==> src/rtl/bank_mapper_pkg.sv <==
package bank_mapper_pkg;
    typedef enum logic [1:0] {
        TGT_NONE = 2'd0,
        TGT_ROM  = 2'd1,
        TGT_RAM  = 2'd2,
        TGT_SHR  = 2'd3
    } tgt_e;

    typedef struct packed {
        logic [1:0] mode;
        logic [3:0] bank;
        logic [2:0] page;
        logic       flag_hi;
        logic       flag_lo;
    } cfg_t;
endpackage

==> src/rtl/bank_cfg_regs.sv <==
module bank_cfg_regs
    import bank_mapper_pkg::*;
#(
    parameter logic [7:0] IO_BASE = 8'hFC
) (
    input  logic       clk,
    input  logic       rst_n,
    input  logic       io_wr,
    input  logic [7:0] io_addr,
    input  logic [7:0] io_wdata,
    output cfg_t       cfg
);
    cfg_t cfg_d, cfg_q;
    logic sel;

    always_comb begin
        cfg_d = cfg_q;
        sel   = io_wr && (io_addr[7:2] == IO_BASE[7:2]);
        if (sel) begin
            case (io_addr[1:0])
                2'd1: cfg_d.mode = io_wdata[1:0];
                2'd2: begin
                    cfg_d.bank = io_wdata[7:4];
                    cfg_d.page = io_wdata[2:0];
                end
                2'd3: begin
                    cfg_d.flag_hi = io_wdata[7];
                    cfg_d.flag_lo = io_wdata[6];
                end
                default: ;
            endcase
        end
    end

    always_ff @(posedge clk) begin
        if (!rst_n) cfg_q <= '0;
        else        cfg_q <= cfg_d;
    end

    assign cfg = cfg_q;
endmodule

==> src/rtl/bank_decode.sv <==
module bank_decode
    import bank_mapper_pkg::*;
#(
    parameter int PHYS_W = 18
) (
    input  cfg_t              cfg,
    input  logic [15:0]       addr,
    input  logic              wr,
    output tgt_e              tgt,
    output logic [PHYS_W-1:0] phys,
    output logic              unm
);
    localparam int BANK_W = PHYS_W - 14;
    localparam int PAGE_W = PHYS_W - 13;

    logic [1:0] quad;
    logic       top_shr;

    assign quad    = addr[15:14];
    assign top_shr = (addr[15:11] == 5'h1F);

    always_comb begin
        tgt  = TGT_NONE;
        phys = '0;
        case (cfg.mode)
            2'd0: begin
                if (quad == 2'd0) begin
                    if (!wr) begin
                        tgt  = TGT_ROM;
                        phys = addr[13] ? PHYS_W'(addr) : PHYS_W'({4'h1, addr[11:0]});
                    end
                end else if (quad != 2'd3) begin
                    tgt  = TGT_RAM;
                    phys = PHYS_W'(addr);
                end else begin
                    case (cfg.bank)
                        4'd0: begin tgt = TGT_RAM; phys = {BANK_W'(3), addr[13:0]}; end
                        4'd1: begin tgt = TGT_RAM; phys = {BANK_W'(0), addr[13:0]}; end
                        4'd15: begin tgt = TGT_SHR; phys = PHYS_W'(addr[10:0]); end
                        default: ;
                    endcase
                end
            end
            2'd1: begin
                if (top_shr) begin
                    tgt  = TGT_SHR;
                    phys = PHYS_W'(addr[10:0]);
                end else begin
                    tgt  = TGT_RAM;
                    phys = PHYS_W'(addr);
                end
            end
            2'd2: begin
                if (quad == 2'd0) begin
                    if (!wr) begin
                        if (!addr[13]) begin
                            tgt  = TGT_ROM;
                            phys = PHYS_W'(addr[12:0]);
                        end else if (cfg.page < 3'd3) begin
                            tgt  = TGT_ROM;
                            phys = {PAGE_W'(cfg.page) + PAGE_W'(1), addr[12:0]};
                        end
                    end
                end else if (quad != 2'd3) begin
                    tgt  = TGT_RAM;
                    phys = PHYS_W'(addr);
                end else begin
                    case (cfg.bank)
                        4'd0:  begin tgt = TGT_RAM; phys = {BANK_W'(3), addr[13:0]}; end
                        4'd1:  begin tgt = TGT_RAM; phys = {BANK_W'(0), addr[13:0]}; end
                        4'd14: ;
                        4'd15: begin tgt = TGT_SHR; phys = PHYS_W'(addr[10:0]); end
                        default: begin
                            tgt  = TGT_RAM;
                            phys = {BANK_W'(cfg.bank) + BANK_W'(2), addr[13:0]};
                        end
                    endcase
                end
            end
            default: ;
        endcase
        unm = (tgt == TGT_NONE);
    end
endmodule

==> src/rtl/bank_mapper.sv <==
module bank_mapper
    import bank_mapper_pkg::*;
#(
    parameter logic [7:0] IO_BASE = 8'hFC,
    parameter int         PHYS_W  = 18
) (
    input  logic              clk,
    input  logic              rst_n,
    input  logic              io_wr,
    input  logic [7:0]        io_addr,
    input  logic [7:0]        io_wdata,
    output logic [7:0]        io_rdata,
    input  logic [15:0]       mem_addr,
    input  logic              mem_wr,
    input  logic [7:0]        tgt_rdata,
    output logic [1:0]        map_tgt,
    output logic [PHYS_W-1:0] phys_addr,
    output logic              unmapped,
    output logic [7:0]        cpu_rdata,
    output logic              wr_en,
    output logic [1:0]        ext_flags
);
    cfg_t cfg;
    tgt_e tgt;

    bank_cfg_regs #(.IO_BASE(IO_BASE)) regs_i (
        .clk(clk), .rst_n(rst_n), .io_wr(io_wr), .io_addr(io_addr),
        .io_wdata(io_wdata), .cfg(cfg)
    );

    bank_decode #(.PHYS_W(PHYS_W)) dec_i (
        .cfg(cfg), .addr(mem_addr), .wr(mem_wr),
        .tgt(tgt), .phys(phys_addr), .unm(unmapped)
    );

    assign map_tgt   = tgt;
    assign cpu_rdata = unmapped ? 8'hFF : tgt_rdata;
    assign wr_en     = mem_wr && !unmapped;
    assign io_rdata  = 8'h00;
    assign ext_flags = {cfg.flag_hi, cfg.flag_lo};
endmodule

==> config.mk <==
export PLATFORM = sky130hd
export DESIGN_NAME = bank_mapper
export DESIGN_NICKNAME = d
export VERILOG_FILES = /design/src/rtl/bank_mapper_pkg.sv /design/src/rtl/bank_cfg_regs.sv /design/src/rtl/bank_decode.sv /design/src/rtl/bank_mapper.sv
export SDC_FILE = /design/constraint.sdc
export NUM_CORES = 1
export LEC_CHECK = 0
export BUFFER_PORTS_ARGS = -buffer_cell sky130_fd_sc_hd__buf_4
export CORE_UTILIZATION = 29
export CTS_CLUSTER_SIZE = 25
export DETAILED_ROUTE_END_ITERATION = 10
export GPL_TIMING_DRIVEN = 1
export SLEW_MARGIN = 10
export SYNTH_ARGS = -nofsm -noshare
export SYNTH_HDL_FRONTEND = slang
export SYNTH_HIERARCHICAL = 1
export SYNTH_SLANG_ARGS = --single-unit
==> constraint.sdc <==
create_clock -name clk -period 4.4 [get_ports clk]
set_clock_uncertainty 0.1 [all_clocks]
set_input_delay 1.32 -clock clk [delete_from_list [all_inputs] [get_ports clk]]
set_output_delay 1.32 -clock clk [all_outputs]
set_load 0.02 [all_outputs]
* After elaboration in Yosys (flattened, before gate mapping)
Index checks and enable logic that the tools add are counted.
Storage, ports and cells: bits in writable memories 0, flip-flop bits (word level) 11, input port bits 44, word-level logic and storage cells 56, bits in read-only memories 0, bits in latches 0, memories kept 0, output and inout port bits 40
Cells by class: reduce and logical (&&, ||, !) cells 11, bitwise gates (word level) 0, magnitude comparators 1, equality and inequality tests 11, shift-type cells 0, multiply operators 0, multiplexer cells 26, add/subtract/negate cells 2, divide/modulo/power cells 0
Operators with widths (count):
- $mux 18 | 8
- $pmux 18 s4 | 1
- $pmux 18 s3 | 1
- $pmux 16 s3 | 1
- $mux 16 | 2
- $mux 2 | 6
- $eq 4x4->1 const B | 2
- $mux 8 | 1
- $pmux 2 s2 | 2
- $eq 2x2->1 const B | 3
- $eq 6x6->1 const B | 1
- $logic_not 2->1 | 3
- $pmux 2 s3 | 1
- $reduce_and 2->1 | 3
- $eq 5x5->1 const B | 1
- $add 3x1->4 const B | 1
- $add 4x2->4 const B | 1
- $eq 2x1->1 const B | 2
- $eq 4x1->1 const B | 1
- $logic_not 4->1 | 1
- $lt 3x2->1 const B | 1
- $mux 1 | 3
- $logic_and 1x1->1 | 2
- $ne 2x2->1 const B | 1
- 2 further kinds | 2

* Logic depth before layout (Yosys ltp)
depth after elaboration 9, mapped depth 7

* Modules after synthesis
Netlist, hierarchy kept.
By module, submodules not included:
- bank_decode | area an instance 650.6 um^2, sequential area each 0.0 um^2, times used 1, cells each 84
- bank_cfg_regs | area an instance 469.2 um^2, sequential area each 220.2 um^2, times used 1, cells each 49
- bank_mapper | area an instance 120.1 um^2, sequential area each 0.0 um^2, times used 1, cells each 18

* Worst setup path before layout
OpenSTA, ideal clock, no wires.
path type in2out, from in mem_addr[14], to out wr_en, slack 0.273 ns, data arrival time 2.707 ns, stages on the path 6, required time 2.980 ns, buffers on the path 1, path through buf_6 > nand2_1 > nor3_1 > o31a_4 > or2_1 > nor2b_1
On the way: longest elaborated chain between the ends 7, elaborated cells on any way between the ends 12, those cells by class 2 x eq/ne; 6 x mux; 4 x reduce/logical
RTL lines:
- start: declaration | line bank_mapper.sv:13 | input logic [15:0] mem_addr,
- $ne 2x2->1 | line bank_decode.sv:32, bank_decode.sv:64
- $mux 2 (on tied branches) | line bank_decode.sv:64, bank_decode.sv:32
- $mux 2 (on tied branches) | line bank_decode.sv:54, bank_decode.sv:27
- $pmux 2 s3 (*) | line bank_decode.sv:25 | case (cfg.mode)
- $logic_not 2->1 (*) | line bank_decode.sv:82 | unm = (tgt == TGT_NONE);
- named net unmapped | line bank_mapper.sv:18 | output logic unmapped,
- $logic_not 1->1 (*) | line bank_mapper.sv:38 | assign wr_en = mem_wr && !unmapped;
- $logic_and 1x1->1 (*) | line bank_mapper.sv:38
- end: declaration | line bank_mapper.sv:20 | output logic wr_en,
Mark *: on every way through the listed nets, which the timed path passes. The rest lies on a longest branch.

* Worst setup path in the final report
from in mem_wr, to out cpu_rdata[6]
On the way: longest elaborated chain between the ends 5, elaborated cells on any way between the ends 7, those cells by class 6 x mux; 1 x reduce/logical
RTL lines:
- start: declaration | line bank_mapper.sv:14 | input logic mem_wr,
- $mux 2 or $mux 1 (tied branches) | line bank_decode.sv:55, bank_decode.sv:28
- $mux 2 (on tied branches) | line bank_decode.sv:54, bank_decode.sv:27
- $pmux 2 s3 (*) | line bank_decode.sv:25
- $logic_not 2->1 (*) | line bank_decode.sv:82
- $mux 8 (*) | line bank_mapper.sv:37 | assign cpu_rdata = unmapped ? 8'hFF : tgt_rdata;
- end: declaration | line bank_mapper.sv:19 | output logic [7:0] cpu_rdata,
Mark *: on every way between the ends. The rest lies on a longest branch, timed or not.

==> impl_metrics.toml <==
[setup_path]
crit_type = "in2out"
path_delay_family = "simple AND/OR/NAND/NOR gates"
path_cells = "buf_4 > a211oi_2 > nor3_2 > o31a_4 > or2_1 > or2_1 > buf_4"
cp.depth = 7
cp_slowest_cell = "or2_1"
rr_startpoint = "regs_i/cfg[10]$_SDFFE_PN0P_"
crit_required_ns = 2.98
cp-endpoint = "cpu_rdata[6]"
start_kind = "primary input"
reg2reg_slack_ns = 3.46
worst_r2r_endpoint = "regs_i/cfg[10]$_SDFFE_PN0P_"
cp_num_buf_inv = 2
max_stage_delay_ns = 0.30
reg2reg_depth = 2
endpoint_kind = "primary output"
cp_max_fo = 10
worstPathArrival_ns = 2.85
startpoint = "mem_wr"

[flow_run]
cap_violations = 0

[cts]
cts_sinks = 11
post_cts_buffers = 0
post_cts_resized = 0
clock_latency_ns = 0.24
cts_hold_buffers = 0
cts_tree = "done"
htree_levels = 1
cts_buffer_depth = 2
cts_root_buffer = "clkbuf_8"
clk_pin_slew_ns = 0.05
cts_buffers = 3

[timing]
fin_crit_ns = 4.27
fin_crit_sh_pct = 97.0
fin_setup_tns_ns = 0
finalSetupViolations = 0
fmax_mhz = 234
rsz0062_at_grt = "no"
finalHoldViolCount = 0
drv_slew = 0
worst_slack_ns = 0.130

[final_layout]
layout-drive-gt1-share_pct = 45.7
area_delta_synth_final_pct = 46.1
nFillCells = 408
largest_register_ffs = 11
fin_util_pct = 44.7
final_cell_mix = "buf_4 (78), nand2_1 (21), mux2i_1 (11), dfxtp_1 (11)"
final_common_cell = "buf_4"
diodes = 0
design_area_um2 = 1810
layout.nets = 268

[min_path]
hold_path_class = "reg2reg"

[placed_design]
portBuffers = 74
place_ws_ns = 0.124
dp_hpwl_um = 2480
gp_congestion = 0.807
dpl_cell_area_um2 = 1770

[synth]
synth_top_area_share_pct = 17.8
synth_cell_type_count = 48
yosysTopAreaCell = "dfxtp_1"
synthArstFlopShare_pct = 0
synth_seq_cells = 11
syn_inst = 151
synth_edf_count = 0
yosysSeqAreaShare_pct = 17.8
synth_area_leaders = "dfxtp_1 (18%), nor3b_2 (10%), mux2i_1 (8.9%)"
yosys_warnings = 6
syn_area_per_cell_um2 = 8.21
ys.flop_type = "dfxtp_1"
syn_area_um2 = 1240

[grt]
grtUsageTotal_pct = 13.1
grt_pass1_vias = 1127
grt_overflow = 0
grt_pass1_wl_um = 4660
grt_max_degree = 19
antenna_found_initial = 0

[route]
drt.antenna.violating_nets = 0
drt-total-wl_um = 3040
firstDrtPassIters = 3
avgRoutedWirePerCell_um = 11.2
drcViolationCount = 0
vias = 1286
drtIter0Drc = 8
viasPerCell = 4.75

[floorplan]
pin_count = 84
start_util_pct = 30.6
die-area_um2 = 4540
core_area_um2 = 4060
dieHeight_um = 67.4
num_rows = 23
die_w_um = 67.4

[power_and_ir_drop]
p_per_area_nw_per_um2 = 176
p_leak_nw = 0.825
ir_drop_mv = 0.150

[outcome]
status = "finished clean"
worst min path at each step:
stage,startpoint,endpoint,slack (ns),depth (start not counted)
floorplan,regs_i/cfg[8]$_SDFFE_PN0P_,regs_i/cfg[8]$_SDFFE_PN0P_,0.33,2
global placement,regs_i/cfg[1]$_SDFFE_PN0P_,regs_i/cfg[1]$_SDFFE_PN0P_,0.35,2
detailed placement,regs_i/cfg[0]$_SDFFE_PN0P_,regs_i/cfg[0]$_SDFFE_PN0P_,0.36,2
CTS,regs_i/cfg[1]$_SDFFE_PN0P_,regs_i/cfg[1]$_SDFFE_PN0P_,0.37,2
global route,regs_i/cfg[0]$_SDFFE_PN0P_,regs_i/cfg[0]$_SDFFE_PN0P_,0.39,2
finish,regs_i/cfg[1]$_SDFFE_PN0P_,regs_i/cfg[1]$_SDFFE_PN0P_,0.36,2
cell usage after synthesis, types with 2 or more instances:
cell type / instances
o221ai_1: 2
dfxtp_1: 11
and2_1: 2
nand2b_1: 2
nor3b_1: 3
nor3b_2: 10
nor2b_1: 2
buf_4: 8
nor3_1: 5
clkbuf_1: 2
o22ai_1: 2
nand3_1: 4
o21ai_0: 3
nor2_1: 9
buf_6: 4
nand4_1: 2
nand2_1: 21
a211oi_1: 2
a21oi_1: 5
buf_2: 4
mux2i_1: 11
or2_1: 10
ha_1: 2
per-layer routing:
| layer | wire length (µm) | track usage (%) |
|---|---|---|
| met1 | 1350 | 16.7 |
| met2 | 1450 | 21.5 |
| met3 | 185 | 2.20 |
| met4 | 48 | 5.85 |
| met5 | 0 | 0 |
power breakdown:
group | switching [W] | internal, W
combinational | 0.0000575 | 0.0000598
sequential | 0.000000239 | 0.0000999
clock | 0.0000376 | 0.0000636
tightest hold or removal path: cells and delay by family, from the launching register on:
| family | cells | cell delay [ns] |
|---|---|---|
| multiplexers | 1 | 0.06 |
| flip-flops | 1 | 0.30 |
| AND/OR/NAND/NOR | 1 | 0.05 |
metrics by stage:
stage | hold slack (ns) | power (W) | cells
finish | 0.363 | 0.000319 | 271
global route | 0.386 | 0.000335 | 271
CTS | 0.370 | 0.000322 | 271
detailed placement | 0.360 | 0.000220 | 267
global placement | 0.353 | 0.000220 | 267
floorplan | 0.331 | 0.000168 | 158
final cells by class:
class	count	area, µm²	share of cell area, %
Clock buffer	4	45.0	2.49
Inverter	1	3.75	0.207
Multi-Input combinational cell	127	895	49.4
Sequential cell	11	220	12.2
Tap cell	50	62.6	3.45
Timing Repair Buffer	78	586	32.3
kinds of logic (layout without fill, tap and decap cells):
| logic type | after synthesis | in the layout | share of synthesized area, % |
|---|---|---|---|
| DFF | 11 | 11 | 17.8 |
| muxes | 11 | 11 | 8.88 |
| and+or+nand+nor | 78 | 78 | 40.5 |
| buffers and inverters | 20 | 83 | 12.2 |
| adders and majority gates | 2 | 2 | 2.02 |
| other | 1 | 8 | 0.302 |
| AOI/OAI and AO/OA | 28 | 28 | 18.4 |
(Power assumes the default switching activity.)
